$ cat src/rtl/i2c_tgt_pkg.sv
package i2c_tgt_pkg;
  localparam int RA_W = 3;
  localparam int AW = 7;

  localparam logic [RA_W-1:0] RA_CTRL = 3'd0;
  localparam logic [RA_W-1:0] RA_STAT = 3'd1;
  localparam logic [RA_W-1:0] RA_IEN  = 3'd2;
  localparam logic [RA_W-1:0] RA_OWN  = 3'd3;
  localparam logic [RA_W-1:0] RA_DATA = 3'd4;

  // control bit positions
  localparam int CB_FNACK = 0;
  localparam int CB_GCEN  = 1;
  localparam int CB_EN    = 2;

  // status bit positions
  localparam int SB_ADR  = 0;
  localparam int SB_RX   = 1;
  localparam int SB_TXD  = 2;
  localparam int SB_EMP  = 3;
  localparam int SB_STOP = 4;
  localparam int SB_DIR  = 5;
  localparam int SB_GC   = 6;

  typedef enum logic [3:0] {
    S_IDLE, S_ADDR, S_AACK, S_HOLD, S_RX, S_RACK, S_TX, S_TACK, S_WAIT
  } eng_state_e;

  function automatic logic is_gc_frame(logic [7:0] frame);
    return frame[7:1] == '0;
  endfunction

  // does an address frame select this target
  function automatic logic frame_hit(logic [7:0] frame, logic [AW-1:0] own, logic gcen);
    if (is_gc_frame(frame)) return gcen && !frame[0];
    return frame[7:1] == own;
  endfunction
endpackage

$ cat src/rtl/i2c_tgt_sync.sv
module i2c_tgt_sync #(
  parameter int STAGES = 2
) (
  input  logic clk,
  input  logic rst_n,
  input  logic scl_i,
  input  logic sda_i,
  output logic sda_s,
  output logic scl_rise,
  output logic scl_fall,
  output logic start_evt,
  output logic stop_evt
);
  logic [STAGES-1:0] scl_ff, sda_ff;
  logic scl_q, sda_q, scl_s;

  always_ff @(posedge clk or negedge rst_n) begin
    if (!rst_n) begin
      scl_ff <= '1;
      sda_ff <= '1;
      scl_q  <= 1'b1;
      sda_q  <= 1'b1;
    end else begin
      scl_ff <= {scl_ff[STAGES-2:0], scl_i};
      sda_ff <= {sda_ff[STAGES-2:0], sda_i};
      scl_q  <= scl_ff[STAGES-1];
      sda_q  <= sda_ff[STAGES-1];
    end
  end

  assign scl_s     = scl_ff[STAGES-1];
  assign sda_s     = sda_ff[STAGES-1];
  assign scl_rise  = scl_s & ~scl_q;
  assign scl_fall  = ~scl_s & scl_q;
  assign start_evt = scl_s & scl_q & sda_q & ~sda_s;
  assign stop_evt  = scl_s & scl_q & ~sda_q & sda_s;
endmodule

$ cat src/rtl/i2c_tgt_engine.sv
module i2c_tgt_engine
  import i2c_tgt_pkg::*;
(
  input  logic          clk,
  input  logic          rst_n,
  input  logic          en,
  input  logic          gcen,
  input  logic          fnack,
  input  logic [AW-1:0] own,
  input  logic          sda_s,
  input  logic          scl_rise,
  input  logic          scl_fall,
  input  logic          start_evt,
  input  logic          stop_evt,
  input  logic          adr_flag,
  input  logic          rx_flag,
  input  logic          tx_full,
  input  logic [7:0]    tx_byte,
  output logic          scl_oe,
  output logic          sda_oe,
  output logic          ev_adr,
  output logic          ev_gc,
  output logic          ev_rx,
  output logic          ev_txd,
  output logic          ev_emp,
  output logic          ev_stop,
  output logic          tx_take,
  output logic [7:0]    rx_byte,
  output logic          dir_tx
);
  eng_state_e st;
  logic [3:0] cnt;
  logic [7:0] sh;
  logic       rw, sel, nack_q, ack_q;
  logic       hold_done;

  assign hold_done = !adr_flag && (rw ? tx_full : !rx_flag);
  assign dir_tx    = sel & rw;

  always_ff @(posedge clk or negedge rst_n) begin
    if (!rst_n) begin
      st <= S_IDLE; cnt <= '0; sh <= '0; rw <= 1'b0; sel <= 1'b0;
      nack_q <= 1'b0; ack_q <= 1'b0; scl_oe <= 1'b0; sda_oe <= 1'b0;
      ev_adr <= 1'b0; ev_gc <= 1'b0; ev_rx <= 1'b0; ev_txd <= 1'b0;
      ev_emp <= 1'b0; ev_stop <= 1'b0; tx_take <= 1'b0; rx_byte <= '0;
    end else begin
      ev_adr <= 1'b0; ev_gc <= 1'b0; ev_rx <= 1'b0; ev_txd <= 1'b0;
      ev_emp <= 1'b0; ev_stop <= 1'b0; tx_take <= 1'b0;
      if (!en) begin
        st <= S_IDLE; sel <= 1'b0; scl_oe <= 1'b0; sda_oe <= 1'b0;
      end else if (stop_evt) begin
        ev_stop <= sel;
        st <= S_IDLE; sel <= 1'b0; scl_oe <= 1'b0; sda_oe <= 1'b0;
      end else if (start_evt) begin
        st <= S_ADDR; cnt <= '0; scl_oe <= 1'b0; sda_oe <= 1'b0;
      end else begin
        case (st)
          S_ADDR: begin
            if (scl_rise) begin
              sh <= {sh[6:0], sda_s}; cnt <= cnt + 4'd1;
            end else if (scl_fall && cnt == 4'd8) begin
              if (frame_hit(sh, own, gcen)) begin
                sel <= 1'b1; rw <= sh[0]; sda_oe <= 1'b1;
                ev_adr <= 1'b1; ev_gc <= is_gc_frame(sh);
                ev_emp <= sh[0] && !tx_full;
                st <= S_AACK;
              end else begin
                st <= S_WAIT;
              end
            end
          end
          S_AACK: if (scl_fall) begin
            sda_oe <= 1'b0; scl_oe <= 1'b1; st <= S_HOLD;
          end
          S_HOLD: if (hold_done) begin
            scl_oe <= 1'b0; cnt <= '0;
            if (rw) begin
              sh <= tx_byte; sda_oe <= ~tx_byte[7];
              tx_take <= 1'b1; ev_emp <= 1'b1; st <= S_TX;
            end else begin
              st <= S_RX;
            end
          end
          S_RX: begin
            if (scl_rise) begin
              sh <= {sh[6:0], sda_s}; cnt <= cnt + 4'd1;
            end else if (scl_fall && cnt == 4'd8) begin
              rx_byte <= sh; ev_rx <= 1'b1;
              sda_oe <= ~fnack; nack_q <= fnack; st <= S_RACK;
            end
          end
          S_RACK: if (scl_fall) begin
            sda_oe <= 1'b0; cnt <= '0;
            if (nack_q) st <= S_WAIT;
            else begin scl_oe <= 1'b1; st <= S_HOLD; end
          end
          S_TX: if (scl_fall) begin
            if (cnt == 4'd7) begin
              sda_oe <= 1'b0; st <= S_TACK;
            end else begin
              sh <= {sh[6:0], 1'b0}; sda_oe <= ~sh[6]; cnt <= cnt + 4'd1;
            end
          end
          S_TACK: begin
            if (scl_rise) begin
              ack_q <= ~sda_s; ev_txd <= 1'b1;
            end else if (scl_fall) begin
              if (ack_q) begin scl_oe <= 1'b1; st <= S_HOLD; end
              else st <= S_WAIT;
            end
          end
          default: ;
        endcase
      end
    end
  end


  stretch_sel_chk: assert property (@(posedge clk) disable iff (!rst_n)
    scl_oe |-> sel);

  stop_release_chk: assert property (@(posedge clk) disable iff (!rst_n)
    (stop_evt && en) |=> (!scl_oe && !sda_oe));

  off_quiet_chk: assert property (@(posedge clk) disable iff (!rst_n)
    !en |=> (!scl_oe && !sda_oe && !sel));

  take_full_chk: assert property (@(posedge clk) disable iff (!rst_n)
    tx_take |-> tx_full);
endmodule

$ cat src/rtl/i2c_tgt_regs.sv
module i2c_tgt_regs
  import i2c_tgt_pkg::*;
(
  input  logic            clk,
  input  logic            rst_n,
  input  logic [RA_W-1:0] ra,
  input  logic            we,
  input  logic [7:0]      wd,
  output logic [7:0]      rd,
  input  logic            ev_adr,
  input  logic            ev_gc,
  input  logic            ev_rx,
  input  logic            ev_txd,
  input  logic            ev_emp,
  input  logic            ev_stop,
  input  logic            tx_take,
  input  logic            dir_tx,
  input  logic [7:0]      rx_byte,
  output logic            en,
  output logic            gcen,
  output logic            fnack,
  output logic [AW-1:0]   own,
  output logic [7:0]      tx_byte,
  output logic            tx_full,
  output logic            adr_flag,
  output logic            rx_flag,
  output logic            irq
);
  logic [3:0] ctrl;
  logic [6:0] ien, fl, set_v, keep_v, stat_v;
  logic [7:0] rx_q;
  logic       ctrl_wr, stat_wr, ien_wr, own_wr, data_wr;

  assign ctrl_wr = we && ra == RA_CTRL;
  assign stat_wr = we && ra == RA_STAT;
  assign ien_wr  = we && ra == RA_IEN;
  assign own_wr  = we && ra == RA_OWN;
  assign data_wr = we && ra == RA_DATA;

  always_comb begin
    set_v = '0;
    set_v[SB_ADR]  = ev_adr;
    set_v[SB_RX]   = ev_rx;
    set_v[SB_TXD]  = ev_txd;
    set_v[SB_EMP]  = ev_emp;
    set_v[SB_STOP] = ev_stop;
    set_v[SB_GC]   = ev_gc;
    keep_v = stat_wr ? wd[6:0] : '1;
    if (data_wr) keep_v[SB_EMP] = 1'b0;
    keep_v[SB_DIR] = 1'b0;
    stat_v = fl;
    stat_v[SB_DIR] = dir_tx;
  end

  always_ff @(posedge clk or negedge rst_n) begin
    if (!rst_n) begin
      ctrl <= '0; ien <= '0; fl <= '0; own <= '0;
      rx_q <= '0; tx_byte <= '0; tx_full <= 1'b0;
    end else begin
      fl <= (fl & keep_v) | set_v;
      if (ctrl_wr) ctrl <= wd[3:0];
      if (ien_wr)  ien  <= wd[6:0];
      if (own_wr)  own  <= wd[AW-1:0];
      if (ev_rx)   rx_q <= rx_byte;
      if (data_wr) begin
        tx_byte <= wd; tx_full <= 1'b1;
      end else if (tx_take) begin
        tx_full <= 1'b0;
      end
    end
  end

  always_comb begin
    case (ra)
      RA_CTRL: rd = {4'b0, ctrl};
      RA_STAT: rd = {1'b0, stat_v};
      RA_IEN:  rd = {1'b0, ien};
      RA_OWN:  rd = {1'b0, own};
      RA_DATA: rd = rx_q;
      default: rd = '0;
    endcase
  end

  assign en       = ctrl[CB_EN];
  assign gcen     = ctrl[CB_GCEN];
  assign fnack    = ctrl[CB_FNACK];
  assign adr_flag = fl[SB_ADR];
  assign rx_flag  = fl[SB_RX];
  assign irq      = |(stat_v & ien);


  adr_clear_chk: assert property (@(posedge clk) disable iff (!rst_n)
    (stat_wr && !wd[SB_ADR] && !ev_adr) |=> !adr_flag);
endmodule

$ cat src/rtl/i2c_target_regif.sv
module i2c_target_regif
  import i2c_tgt_pkg::*;
#(
  parameter int SYNC_STAGES = 2
) (
  input  logic            clk,
  input  logic            rst_n,
  input  logic [RA_W-1:0] reg_addr,
  input  logic            reg_we,
  input  logic [7:0]      reg_wdata,
  output logic [7:0]      reg_rdata,
  input  logic            scl_i,
  input  logic            sda_i,
  output logic            scl_oe,
  output logic            sda_oe,
  output logic            irq
);
  logic sda_s, scl_rise, scl_fall, start_evt, stop_evt;
  logic en, gcen, fnack, tx_full, adr_flag, rx_flag, dir_tx, tx_take;
  logic ev_adr, ev_gc, ev_rx, ev_txd, ev_emp, ev_stop;
  logic [AW-1:0] own;
  logic [7:0] tx_byte, rx_byte;

  i2c_tgt_sync #(.STAGES(SYNC_STAGES)) u_sync (
    .clk(clk), .rst_n(rst_n), .scl_i(scl_i), .sda_i(sda_i),
    .sda_s(sda_s), .scl_rise(scl_rise), .scl_fall(scl_fall),
    .start_evt(start_evt), .stop_evt(stop_evt)
  );

  i2c_tgt_engine u_engine (
    .clk(clk), .rst_n(rst_n), .en(en), .gcen(gcen), .fnack(fnack), .own(own),
    .sda_s(sda_s), .scl_rise(scl_rise), .scl_fall(scl_fall),
    .start_evt(start_evt), .stop_evt(stop_evt),
    .adr_flag(adr_flag), .rx_flag(rx_flag), .tx_full(tx_full), .tx_byte(tx_byte),
    .scl_oe(scl_oe), .sda_oe(sda_oe),
    .ev_adr(ev_adr), .ev_gc(ev_gc), .ev_rx(ev_rx), .ev_txd(ev_txd),
    .ev_emp(ev_emp), .ev_stop(ev_stop), .tx_take(tx_take),
    .rx_byte(rx_byte), .dir_tx(dir_tx)
  );

  i2c_tgt_regs u_regs (
    .clk(clk), .rst_n(rst_n), .ra(reg_addr), .we(reg_we), .wd(reg_wdata),
    .rd(reg_rdata),
    .ev_adr(ev_adr), .ev_gc(ev_gc), .ev_rx(ev_rx), .ev_txd(ev_txd),
    .ev_emp(ev_emp), .ev_stop(ev_stop), .tx_take(tx_take), .dir_tx(dir_tx),
    .rx_byte(rx_byte), .en(en), .gcen(gcen), .fnack(fnack), .own(own),
    .tx_byte(tx_byte), .tx_full(tx_full), .adr_flag(adr_flag),
    .rx_flag(rx_flag), .irq(irq)
  );
endmodule

$ cat config.mk
export PLATFORM = sky130hd
export DESIGN_NAME = i2c_target_regif
export DESIGN_NICKNAME = d
export VERILOG_FILES = /design/src/rtl/i2c_tgt_pkg.sv /design/src/rtl/i2c_tgt_sync.sv /design/src/rtl/i2c_tgt_engine.sv /design/src/rtl/i2c_tgt_regs.sv /design/src/rtl/i2c_target_regif.sv
export SDC_FILE = /design/constraint.sdc
export NUM_CORES = 1
export LEC_CHECK = 0
export ABC_AREA = 0
export BUFFER_PORTS_ARGS = -buffer_cell sky130_fd_sc_hd__clkbuf_2
export CAP_MARGIN = 10
export CORE_ASPECT_RATIO = 0.6
export CORE_UTILIZATION = 30
export DETAILED_ROUTE_END_ITERATION = 16
export GPL_TIMING_DRIVEN = 0
export MAX_ROUTING_LAYER = met4
export PLACE_DENSITY_LB_ADDON = 0.08
export SYNTH_ARGS = -nofsm -noshare
export SYNTH_HDL_FRONTEND = slang
export SYNTH_SLANG_ARGS = --single-unit
$ cat constraint.sdc
create_clock -name clk -period 2.7 [get_ports clk]
set_input_delay 0.405 -clock clk [delete_from_list [all_inputs] [get_ports clk]]
set_output_delay 0.405 -clock clk [all_outputs]
set_load 0.005 [all_outputs]
==> run_results.csv <==
group,metric,value,unit
synth,yosysTopAreaCell,"dfrtp_1",
cts,cts_max_path_buffers,2,
setup_path,worstSetupStartpointType,"register",
floorplan,start_util,0.311,
routing,first_iter_violations,207,
cts,clkLatencyLatePin,0.34,ns
timing,rsz0062_at_grt,"false",
place,pre_cts_ws,0.227,ns
cts,cts_buffers,9,
cts,cts.clk_slew.worst_paths,0.07,ns
timing,max_slew_margin,0.198,
timing,period_needed,2.48,ns
routing,num_vias,3252,
global_route,grt_pass1_vias,3123,
synth,async_reset_ff_frac,1.00,
global_route,track_usage,0.193,
floorplan,num_rows,33,
floorplan,dieHeight,94.8,µm
final_layout,finish.utilization,0.363,
pwr,p_per_area,689,nW/µm²
synth,synth.avg_cell_area,10.8,µm²
run_status,status,"finished clean",
place,dp_cells,618,
pwr,p_sw_frac,0.294,
setup_path,worst-setup-path-type,"register to register",
floorplan,die_x,157,µm
pwr,ir_worst_vdd,376,µV
floorplan,io_pins,27,
final_layout,final_common_cell,"dfrtp_1",
timing,worst_pin_slew,1.19,ns
global_route,grt_pass1_wl,19.8,mm
final_layout,syn2layout_area_growth,16.7,%
timing,min_period_over_period,0.920,
pwr,p_seq_frac,0.466,
routing,avgRoutedWirePerCell,20.3,µm
synth,syn-cell-area,4310,µm²
pwr,switching_power,1.02,mW
timing,setup_tns,0,ns
routing,ant_nets,0,
cts,clock_sinks,84,
timing,drv_slew,0,
final_layout,nFillCells,1418,
routing,drt_wl_total,12.9,mm
synth,synthCells,400,
worst_hold_path,hp-class,"input port to asynchronous set/reset pin",
setup_path,arrival,2.71,ns
routing,drc_errors,0,
pwr,p_leak,2.16,nW
cts,cts-root-buf,"clkbuf_16",
pwr,internal_power,2.44,mW
routing,vias_per_cell,5.13,
timing,skew,0.00747,ns
place,place_area,4700,µm²
pwr,power_frac_clock,0.383,
cts,post-cts-setup-buffer-count,0,
job,maxCapViolations,0,
synth,synth.net_count,418,
synth,synth-seq-cells,84,
cts,cts_tree,"yes",
global_route,grt_antenna_before_repair,1,
final_layout,instances_no_fill,634,
synth,synthFlopType,"dfrtp_1",
synth,synth_edf_count,0,
place,io_buffers,25,
final_layout,diodes,0,
synth,ys_types,64,
setup_path,worstPathRequired,2.93,ns
final_layout,final_cell_mix,"78 x dfrtp_1, 45 x mux2_2, 31 x nor2_1",
global_route,grt_max_degree,63,
synth,ys_seq_area_frac,0.490,
timing,timing.final.ws_setup,0.216,ns
timing,fmax,0.403,GHz
pwr,power_frac_comb,0.150,
final_layout,final_nets,455,
routing,dr.pass1.iters,4,
synth,synth_area_leaders,"dfrtp_1 45%, mux2_2 12%, mux2i_1 4.2%",
timing,setup_viol,0,
global_route,grt_remaining_overflow,0,
synth,ys.warnings.count,0,
place,dpl.hpwl,9.63,mm
setup_path,crit_fanout,9,
final_layout,drive_gt1_frac,0.249,
setup_path,critPathCaptureType,"register",
floorplan,core,13800,µm²
synth,synth_top_area_frac,0.453,
timing,hold_viol_final,0,
cts,cts_resized,0,
place,place_congestion,0.924,
final_layout,stdcell_area,5020,µm²
floorplan,die_area,14900,µm²
cts,holdBufCountCts,0,
cts,htree_levels,3,
## synthesized netlist by cell type (all sizes together), types with 3 or more instances
cell type	instances
dfrtp	78
mux2	45
nor2	31
o21ai	26
a21oi	21
nand2	19
mux2i	18
nor3	14
inv	12
clkbuf	11
nand2b	11
buf	8
nand3	8
nor4	7
xor2	7
a22oi	6
dfstp	6
o22ai	6
nor2b	5
nand3b	4
o21a	4
o31ai	4
a211oi	3
a31oi	3
and2	3
nor3b	3
o211ai	3
## flip-flops by register name (all words and copies together), names as in the netlist, 2 cells and up
register	cells
u_sync.sda_ff	2
u_regs.tx_byte	8
u_engine.sh	8
u_sync.scl_ff	2
u_regs.fl	6
u_regs.rx_q	8
u_engine.cnt	4
u_regs.own	7
u_engine.rx_byte	8
u_regs.ien	7
u_engine.st	4
u_regs.ctrl	4
## power groups by stage
stage          Clock [mW]  Combinational [mW]  Sequential (mW)
6_report             1.33               0.520             1.61
3_3_place_gp            0               0.510             1.64
4_1_cts              1.37               0.523             1.61
2_1_floorplan           0               0.362             1.54
5_1_grt              1.42               0.581             1.64
3_5_place_dp            0               0.521             1.64
## logic make-up (layout without fill, tap and decap cells)
group / after synthesis / after routing / synth area share
AO/OA/AOI/OAI: 89 / 89 / 0.129
XOR/XNOR: 9 / 9 / 0.0183
adder cells (fa/ha/maj): 2 / 2 / 0.00581
buffers and inverters: 31 / 73 / 0.0323
flip-flops: 84 / 84 / 0.490
multiplexers: 63 / 63 / 0.160
AND/OR/NAND/NOR: 122 / 122 / 0.165
## path summary, 6_finish.rpt
path	cells past startpoint	to	slack (ns)	start
worst max-delay path	5	u_engine.rx_byte[3]	0.22	u_sync.scl_q
worst min-delay path	1	u_engine.sda_oe	0.006	rst_n
worst max register to register	5	u_engine.rx_byte[3]	0.22	u_sync.scl_q
worst min register to register	0	u_sync.sda_ff[1]	0.36	u_sync.sda_ff[0]
max in group asynchronous	2	u_engine.rx_byte[4]	2.07	rst_n
min in group clk	1	u_sync.sda_ff[0]	0.14	sda_i
## layout make-up
cell class | count | area [µm²] | share of cell area
Sequential cell | 84 | 2110 | 0.420
Multi-Input combinational cell | 285 | 2060 | 0.409
Clock buffer | 12 | 267 | 0.0531
Tap cell | 192 | 240 | 0.0478
Timing Repair Buffer | 26 | 155 | 0.0309
Buffer | 19 | 93.8 | 0.0187
Clock inverter | 4 | 56.3 | 0.0112
Inverter | 12 | 45.0 | 0.00897
## metal layers
layer	global-route usage	share of wire	wire, µm
met1	0.318	0.60	7690
met3	0.0431	0.045	583
met2	0.219	0.35	4500
met4	0.0441	0.0074	95
met5	-	0	0
## worst max-delay path, cell delays in order, from the launching register on
cell      delay (ns)
dfstp_2         0.60
and4bb_2        0.25
and2_2          0.21
nand2_1         0.12
nor4_4          0.77
mux2_2          0.42
## metrics by stage
stage / hold WS [ns] / power, mW
after detailed placement: 0.347 / 2.16
after CTS: 0.00939 / 3.51
after global routing: 0.0294 / 3.64
after floorplan: 0.109 / 1.90
after global placement: 0.346 / 2.15
final: 0.00557 / 3.46
Power figures use the tool's default switching activity.
